<file path="config.mk">
export PLATFORM = sky130hd
export DESIGN_NAME = tpg_test_ctrl
export DESIGN_NICKNAME = d
export VERILOG_FILES = /design/src/rtl/tpg_pkg.sv /design/src/rtl/tpg_rst_sync.sv /design/src/rtl/tpg_setup_regs.sv /design/src/rtl/tpg_step_seq.sv /design/src/rtl/tpg_plan_rom.sv /design/src/rtl/tpg_test_ctrl.sv
export SDC_FILE = /design/constraint.sdc
export NUM_CORES = 1
export LEC_CHECK = 0
export BUFFER_PORTS_ARGS = -buffer_cell sky130_fd_sc_hd__buf_4
export CAP_MARGIN = 25
export CORE_UTILIZATION = 26
export DETAILED_ROUTE_END_ITERATION = 8
export GPL_ROUTABILITY_DRIVEN = 0
export PLACE_DENSITY = 0.42
export SLEW_MARGIN = 5
export SYNTH_ARGS = -nofsm -noshare
export SYNTH_HDL_FRONTEND = slang
export SYNTH_SLANG_ARGS = --single-unit
</file>
<file path="constraint.sdc">
create_clock -name clk -period 9.6 [get_ports clk]
set_clock_uncertainty 0.05 [all_clocks]
set_input_delay 1.92 -clock clk [delete_from_list [all_inputs] [get_ports clk]]
set_output_delay 1.92 -clock clk [all_outputs]
set_load 0.01 [all_outputs]
</file>
<file path="src/rtl/tpg_pkg.sv">
package tpg_pkg;

  // Base control word of plan k at step s (before test-value injection).
  function automatic logic [31:0] plan_word(input int unsigned k, input int unsigned s);
    logic [31:0] acc;
    acc = 32'((k * 32'd16 + s) * 32'd37 + 32'd11);
    return acc;
  endfunction

  function automatic int unsigned idx_width(input int unsigned n);
    return (n > 1) ? $clog2(n) : 1;
  endfunction

endpackage

</file>
<file path="src/rtl/tpg_rst_sync.sv">
module tpg_rst_sync (
  input  logic clk,
  input  logic rst_n,
  output logic rst_sync_n
);

  logic meta_q;
  logic sync_q;

  always_ff @(posedge clk or negedge rst_n) begin
    if (!rst_n) begin
      meta_q <= 1'b0;
      sync_q <= 1'b0;
    end else begin
      meta_q <= 1'b1;
      sync_q <= meta_q;
    end
  end

  assign rst_sync_n = sync_q;

endmodule

</file>
<file path="src/rtl/tpg_setup_regs.sv">
module tpg_setup_regs #(
  parameter int PI_W  = 16,
  parameter int PAT_W = 4,
  parameter int IDX_W = 3
) (
  input  logic             clk,
  input  logic             rst_sync_n,
  input  logic [PI_W-1:0]  dp_pi,
  output logic [IDX_W-1:0] target_idx,
  output logic [PAT_W-1:0] stored_val
);

  logic             load_en;
  logic [IDX_W-1:0] tgt_q, tgt_d;
  logic [PAT_W-1:0] pat_q, pat_d;

  // Loads are tied to reset: capture while held, keep after release.
  assign load_en = ~rst_sync_n;

  always_comb begin
    tgt_d = tgt_q;
    pat_d = pat_q;
    if (load_en) begin
      tgt_d = dp_pi[PAT_W +: IDX_W];
      pat_d = dp_pi[PAT_W-1:0];
    end
  end

  always_ff @(posedge clk) begin
    tgt_q <= tgt_d;
    pat_q <= pat_d;
  end

  assign target_idx = tgt_q;
  assign stored_val = pat_q;

  // after release, setup registers hold
  a_r1_setup_hold: assert property (@(posedge clk) disable iff (!rst_sync_n)
    rst_sync_n |=> ($stable(tgt_q) && $stable(pat_q)));

endmodule

</file>
<file path="src/rtl/tpg_step_seq.sv">
module tpg_step_seq #(
  parameter int PLAN_LEN = 8,
  parameter int STEP_W   = 3
) (
  input  logic              clk,
  input  logic              rst_sync_n,
  input  logic              test_mode,
  output logic [STEP_W-1:0] step,
  output logic              done
);

  localparam logic [STEP_W-1:0] LAST = STEP_W'(PLAN_LEN - 1);

  logic [STEP_W-1:0] step_q, step_d;
  logic              done_q, done_d;
  logic              adv;

  assign adv = test_mode & ~done_q;

  always_comb begin
    step_d = step_q;
    done_d = done_q;
    if (adv) begin
      if (step_q == LAST) begin
        done_d = 1'b1;
      end else begin
        step_d = step_q + 1'b1;
      end
    end
  end

  always_ff @(posedge clk or negedge rst_sync_n) begin
    if (!rst_sync_n) begin
      step_q <= '0;
      done_q <= 1'b0;
    end else begin
      step_q <= step_d;
      done_q <= done_d;
    end
  end

  assign step = step_q;
  assign done = done_q;

  // one step per clock while running
  a_r2_step_advance: assert property (@(posedge clk) disable iff (!rst_sync_n)
    (test_mode && !done_q && step_q != LAST) |=> (step_q == $past(step_q) + 1'b1));

  // done only at the last step, and sticky
  a_r6_done_at_last: assert property (@(posedge clk) disable iff (!rst_sync_n)
    done_q |-> (step_q == LAST));
  a_r6_done_sticky: assert property (@(posedge clk) disable iff (!rst_sync_n)
    done_q |=> done_q);

  // counter frozen in normal mode
  a_r7_hold_when_idle: assert property (@(posedge clk) disable iff (!rst_sync_n)
    !test_mode |=> (step_q == $past(step_q)));

endmodule

</file>
<file path="src/rtl/tpg_plan_rom.sv">
module tpg_plan_rom #(
  parameter int NUM_MODS = 6,
  parameter int PLAN_LEN = 8,
  parameter int CTRL_W   = 12,
  parameter int PAT_W    = 4,
  parameter int IDX_W    = 3,
  parameter int STEP_W   = 3
) (
  input  logic [IDX_W-1:0]  target_idx,
  input  logic [STEP_W-1:0] step,
  input  logic [PAT_W-1:0]  live_val,
  input  logic [PAT_W-1:0]  stored_val,
  output logic [CTRL_W-1:0] vec
);

  localparam int FLAT_W = NUM_MODS * CTRL_W;

  logic [FLAT_W-1:0] flat;

  for (genvar gk = 0; gk < NUM_MODS; gk++) begin : g_mod
    logic [PAT_W-1:0]  tval;
    logic [31:0]       raw;
    logic [CTRL_W-1:0] word;

    // source of the test value is fixed per module
    if ((gk % 2) == 0) begin : g_live
      assign tval = live_val;
    end else begin : g_stored
      assign tval = stored_val;
    end

    always_comb begin
      raw  = tpg_pkg::plan_word(gk, {{(32-STEP_W){1'b0}}, step});
      word = raw[CTRL_W-1:0];
      if (step == STEP_W'(gk % PLAN_LEN)) begin
        word[PAT_W-1:0] = tval;
      end
    end

    assign flat[gk*CTRL_W +: CTRL_W] = word;
  end

  always_comb begin
    vec = '0;
    if (int'(target_idx) < NUM_MODS) begin
      vec = flat[int'(target_idx)*CTRL_W +: CTRL_W];
    end
  end

endmodule

</file>
<file path="src/rtl/tpg_test_ctrl.sv">
module tpg_test_ctrl #(
  parameter int NUM_MODS = 6,
  parameter int PLAN_LEN = 8,
  parameter int CTRL_W   = 12,
  parameter int PAT_W    = 4,
  parameter int PI_W     = 16
) (
  input  logic              clk,
  input  logic              rst_n,
  input  logic              test_mode,
  input  logic [PI_W-1:0]   dp_pi,
  input  logic [CTRL_W-1:0] func_ctrl,
  output logic [CTRL_W-1:0] ctrl_out,
  output logic              dft_en,
  output logic              plan_done
);

  localparam int IDX_W  = tpg_pkg::idx_width(NUM_MODS);
  localparam int STEP_W = tpg_pkg::idx_width(PLAN_LEN);

  logic              rst_sync_n;
  logic [IDX_W-1:0]  target_idx;
  logic [PAT_W-1:0]  stored_val;
  logic [STEP_W-1:0] step;
  logic              done;
  logic [CTRL_W-1:0] plan_vec;

  tpg_rst_sync u_rst (
    .clk        (clk),
    .rst_n      (rst_n),
    .rst_sync_n (rst_sync_n)
  );

  tpg_setup_regs #(
    .PI_W  (PI_W),
    .PAT_W (PAT_W),
    .IDX_W (IDX_W)
  ) u_regs (
    .clk        (clk),
    .rst_sync_n (rst_sync_n),
    .dp_pi      (dp_pi),
    .target_idx (target_idx),
    .stored_val (stored_val)
  );

  tpg_step_seq #(
    .PLAN_LEN (PLAN_LEN),
    .STEP_W   (STEP_W)
  ) u_seq (
    .clk        (clk),
    .rst_sync_n (rst_sync_n),
    .test_mode  (test_mode),
    .step       (step),
    .done       (done)
  );

  tpg_plan_rom #(
    .NUM_MODS (NUM_MODS),
    .PLAN_LEN (PLAN_LEN),
    .CTRL_W   (CTRL_W),
    .PAT_W    (PAT_W),
    .IDX_W    (IDX_W),
    .STEP_W   (STEP_W)
  ) u_rom (
    .target_idx (target_idx),
    .step       (step),
    .live_val   (dp_pi[PAT_W-1:0]),
    .stored_val (stored_val),
    .vec        (plan_vec)
  );

  always_comb begin
    if (!test_mode) begin
      ctrl_out = func_ctrl;
    end else if (!rst_sync_n || done) begin
      ctrl_out = '0;
    end else begin
      ctrl_out = plan_vec;
    end
  end

  assign dft_en    = test_mode & rst_sync_n;
  assign plan_done = done;

  // finished plan drives an idle word in test mode
  a_r6_idle_after_done: assert property (@(posedge clk) disable iff (!rst_sync_n)
    (test_mode && plan_done) |-> (ctrl_out == '0));

endmodule

</file>
## After elaboration in Yosys (flattened, before gate mapping)

Cells that the tools add are included.

- Register bits after elaboration: 13
- Input bits: 31
- Word-level logic and storage cells: 51

- $add $sub $neg: 12
- $mul: 7
- Magnitude comparators: 1
- Equality and inequality tests: 6
- Shift-type cells: 1
- Muxes and demuxes: 9
- Bitwise logic cells: 4
- Reduce and logical (&&, ||, !) cells: 5

Operators with widths:

| cell | count |
|---|---|
| $mul A32 B6 Y12 const B | 5 |
| $add A12 B4 Y12 const B | 6 |
| $shiftx A72 B32 Y12 | 1 |
| $mux W12 | 3 |
| $mux W4 | 6 |
| $add A7 B3 Y8 const A | 2 |
| $add A6 B3 Y7 const A | 2 |
| $eq A3 B3 Y1 const B | 3 |
| $mul A3 B6 Y9 const B | 1 |
| $add A5 B3 Y6 const A | 1 |
| $eq A3 B2 Y1 const B | 2 |
| $mul A3 B2 Y5 const B | 1 |
| $reduce_and A2 Y1 | 2 |
| $add A3 B1 Y3 const B | 1 |
| $eq A3 B1 Y1 const B | 1 |
| $logic_not A3 Y1 | 1 |
| $lt A3 B3 Y1 const B | 1 |
| $and A1 B1 Y1 | 2 |
| $not A1 Y1 | 2 |
| $logic_not A1 Y1 | 1 |
| $logic_or A1 B1 Y1 | 1 |

## Longest topological paths before layout

- Depth in word-level cells: 8
- Mapped depth: 13
- Mapped depth without buffers: 11

## Cells and area by module

A second synthesis with hierarchy kept.

- Cell total of the unflattened synthesis: 338
- Area total of the unflattened synthesis: 2,733.9 um^2

Modules (own cells, without submodules):

| module | instances | cells each | area an instance (um^2) | seq. area each (um^2) |
|---|---|---|---|---|
| tpg_plan_rom | 1 | 274 | 1,963.1 | 0.0 |
| tpg_test_ctrl | 1 | 42 | 319.1 | 0.0 |
| tpg_setup_regs | 1 | 8 | 214.0 | 210.2 |
| tpg_step_seq | 1 | 11 | 183.9 | 100.1 |
| tpg_rst_sync | 1 | 3 | 53.8 | 50.0 |

## Worst setup path before layout

Ideal clock, no wire load.

- Path type: register -> output
- Start: reg u_seq.step_q[2], in the netlist u_seq.step[2]
- End: out ctrl_out[7]
- Arrival time: 3.418 ns
- Data required time: 7.630 ns
- Path slack: 4.212 ns
- Cell stages (with the launch flop): 14
- Buffers on the path: 2
- Path through: dfrtp_1 -> buf_2 -> inv_1 -> ha_1 -> clkbuf_1 -> inv_1 -> ha_1 -> ha_1 -> and4_1 -> a21oi_1 -> xnor2_1 -> a31oi_1 -> o211a_1 -> o41ai_2

- Longest elaborated chain between the ends: 8
- Elaborated cells on any way between the ends: 33

Ends and longest elaborated chain:

| item | line | source |
|---|---|---|
| start: declaration | tpg_step_seq.sv:14 | `logic [STEP_W-1:0] step_q, step_d;` |
| start signal: assignment | tpg_step_seq.sv:37 | `step_q <= step_d;` |
| $add A7 B3 Y8, or another cell as far along | tpg_pkg.sv:6 | `acc = 32'((k * 32'd16 + s) * 32'd37 + 32'd11);` |
| $mul A32 B6 Y12 | tpg_pkg.sv:6 |  |
| $add A12 B4 Y12 | tpg_pkg.sv:6 |  |
| $mux W4 | tpg_plan_rom.sv:35 | `if (step == STEP_W'(gk % PLAN_LEN)) begin` |
| $shiftx A72 B32 Y12 (*) | tpg_plan_rom.sv:46 | `vec = flat[int'(target_idx)*CTRL_W +: CTRL_W];` |
| $mux W12 (*) | tpg_plan_rom.sv:45 | `if (int'(target_idx) < NUM_MODS) begin` |
| $mux W12 (*) | tpg_test_ctrl.sv:75 | `end else if (!rst_sync_n \|\| done) begin` |
| $mux W12 (*) | tpg_test_ctrl.sv:73 | `if (!test_mode) begin` |
| end: declaration | tpg_test_ctrl.sv:13 | `output logic [CTRL_W-1:0] ctrl_out,` |

Every way passes the cells marked *; elsewhere a longest branch is shown, timed or not.

## Worst setup path in the final report

- Start: reg u_seq.step_q[1], in the netlist u_seq.step[1]
- End: out ctrl_out[9]

Same word-level chain as after synthesis.

==> flow_summary.toml <==
[global_routing]
antenna_found_initial = 0
overflow = 0
grt_pass1_wl_um = 16200
first_global_vias = 2774
grt_max_degree = 36
grt.total_usage_pct = 18.5

[placed_design]
io_buffers = 35
post-place-cells = 526
dpl.hpwl_um = 7830

[sta]
tightestPinTransition_ns = 0.705
whs_ns = 0.0231
setup_viol = 0
tns_ns = 0
slew_viol_final = 0
fmax_mhz = 154
hold_violations = 0
fin_crit_ns = 6.51
grt_setup_unrepaired = "no"
finalCritPeriodShare_pct = 67.8
slew_headroom_pct = 53.0

[floorplan]
rows = 37
pin_count = 45
die_h_um = 107
coreArea_um2 = 10500
die-area_um2 = 11400
die_width_um = 107
start_util_pct = 27.3

[setup_path]
slowest_delay_ns = 0.74
crit_arrival_ns = 4.54
critPathLaunchType = "flop"
critPathRequiredTime_ns = 7.63
crit_chain = "inv_1, ha_1, inv_1, ha_1, and3_1, a2111o_1, a31oi_1, xor2_1, a211oi_1, o211a_1, buf_4"
cp_max_fo = 15
critical_path_class = "flop to output pin"
slowest_stage = "ha_1"
critPathCaptureType = "output pin"

[detailed_routing]
antenna_left = 0
first_pass_iters = 4
drt_iter0_markers = 262
vias = 2992
post_drt_wl_per_cell_um = 19.6
drt_wl_total_um = 10400
route.detailed.drc = 0
vias_per_cell = 5.65

[logic_synthesis]
ys_seq_elements = 13
async_reset_ff_share_pct = 46.2
ys_seq_area_share_pct = 12.6
synth_fp_nets = 441
synthDistinctLibCells = 76
mappedNetlistArea_um2 = 2870
ys.warnings.count = 0
synth-edff-count = 7
syn_inst = 373
syn_avg_cell_area_um2 = 7.68
ys.flop_type = "edfxtp_1"

[cells_and_area]
seq_area_um2 = 360
final_core_util_pct = 31.2
syn_to_final_growth_pct = 14.2
layout-drive-gt1-share_pct = 15.0
final_nets = 463
multi_input_area_um2 = 2300
final_cells = 530
fill_cells = 1121
insertedDiodeCount = 0

[clock_tree]
tritoncts = "done"
cts_sinks = 13
cts-root-buf = "clkbuf_8"
numCtsBuffers = 3
cts_resized = 0
cts_setup_buffers = 0
cts_max_path_buffers = 2
clk_latency_ns = 0.23
clkSlewWorstSetupHoldPaths_ns = 0.05
htreeDepth = 1
hold_buffers = 0

[outcome]
status = "finished clean"

[pwr]
p_leak_nw = 1.39
ir_drop_uv = 105
p_per_area_nw_per_um2 = 408

[flow_run]
maxCapViolCount = 0

[min_path]
hp-class = "flop to asynchronous set/reset pin"
[flip-flops by register name, summed over array words and instances, names as in the netlist]
name and flops:
u_regs.target_idx 3, u_rst.meta_q 1, u_seq.done 1, u_regs.stored_val 4, u_rst.rst_sync_n 1, u_seq.step 3
[where the power goes]
part / internal, mW / switching, mW / total, mW
logic: 0.475 / 0.714 / 1.19
clock network: 0.0292 / 0.0180 / 0.0472
registers: 0.0694 / 0.0295 / 0.0988
total: 0.574 / 0.761 / 1.34
[synth_stat cells (7+ instances only)]
cell,count,area [um^2]
nor3_1,10,50.1
xor2_1,7,61.3
mux2i_1,8,80.1
inv_1,24,90.1
nand2_1,35,131
edfxtp_1,7,210
clkbuf_1,14,52.6
ha_1,36,450
a21oi_1,28,140
xnor2_1,19,166
a211oi_1,11,82.6
o21ai_0,18,90.1
nor2_1,21,78.8
nand3_1,14,70.1
[cells in the final DEF (no fill, tap or decap), drive strengths merged, types with 4 or more instances in the layout]
master,n
buf,40
ha,36
nand2,35
a21oi,29
inv,25
nor2,22
xnor2,19
o21ai,19
nand3,14
a211oi,11
nor3,10
mux2i,8
xor2,7
edfxtp,7
o211ai,7
nand2b,6
dfrtp,6
and2,5
o221ai,4
and3,4
o2111ai,4
o2bb2ai,4
clkbuf,4
[path summary, 6_finish.rpt]
path	from	endpoint	slack, ns	depth (start not counted)
max in group asynchronous	rst_n	u_rst.rst_sync_n	8.01	1
min	u_rst.rst_sync_n	u_seq.done	0.02	0
max reg2reg	u_seq.step[0]	u_seq.step[1]	7.49	4
min in group clk	u_rst.meta_q	u_rst.rst_sync_n	0.30	0
min reg2reg	u_rst.rst_sync_n	u_seq.done	0.02	0
max	u_seq.step[1]	ctrl_out[9]	3.09	11
[area by class of cell]
cell class                 count  area share, %
multi-input combinational    312           70.4
sequential                    13           11.0
timing repair buffer          40           9.17
tap                          136           5.20
inverter                      25           2.87
clock buffer                   4           1.38
[kinds of logic (layout without fill, tap and decap cells)]
kind of cell	Yosys count	in the layout	synth area share, %
other cells	1	1	0.131
simple gates	112	112	18.9
buf+inv	48	69	7.03
compound gates	121	121	30.7
flops	13	13	12.6
mux	13	13	5.54
fa+ha+maj	39	39	17.2
xor+xnor	26	26	7.94
[layer usage]
metal | track usage (%) | vias to the layer above | share of wire (%)
met1 | 26.9 | 1456 | 48
met5 | 0 | - | 0
met4 | 2.05 | 0 | 1.1
met2 | 30.0 | 93 | 46
li1 | - | 1437 | -
met3 | 2.19 | 6 | 4.7
[worst max-delay path, delay by kind of cell (launching register included)]
| family | cells | cell delay [ns] |
|---|---|---|
| AO/OA/AOI/OAI | 4 | 1.32 |
| adder cells (fa/ha/maj) | 2 | 1.18 |
| buffers and inverters | 3 | 0.72 |
| flip-flops | 1 | 0.72 |
| AND/OR/NAND/NOR | 1 | 0.24 |
| XOR/XNOR | 1 | 0.10 |
[metrics by stage]
| stage | setup slack (ns) | total power, mW | instance area [um^2] |
|---|---|---|---|
| detailed placement | 3.44 | 1.27 | 3230 |
| global route | 2.87 | 1.46 | 3270 |
| global placement | 3.38 | 1.27 | 3230 |
| floorplan | 4.21 | 0.992 | 2870 |
| CTS | 3.16 | 1.32 | 3270 |
| finish | 3.09 | 1.34 | 3270 |
(Power assumes the default switching activity.)
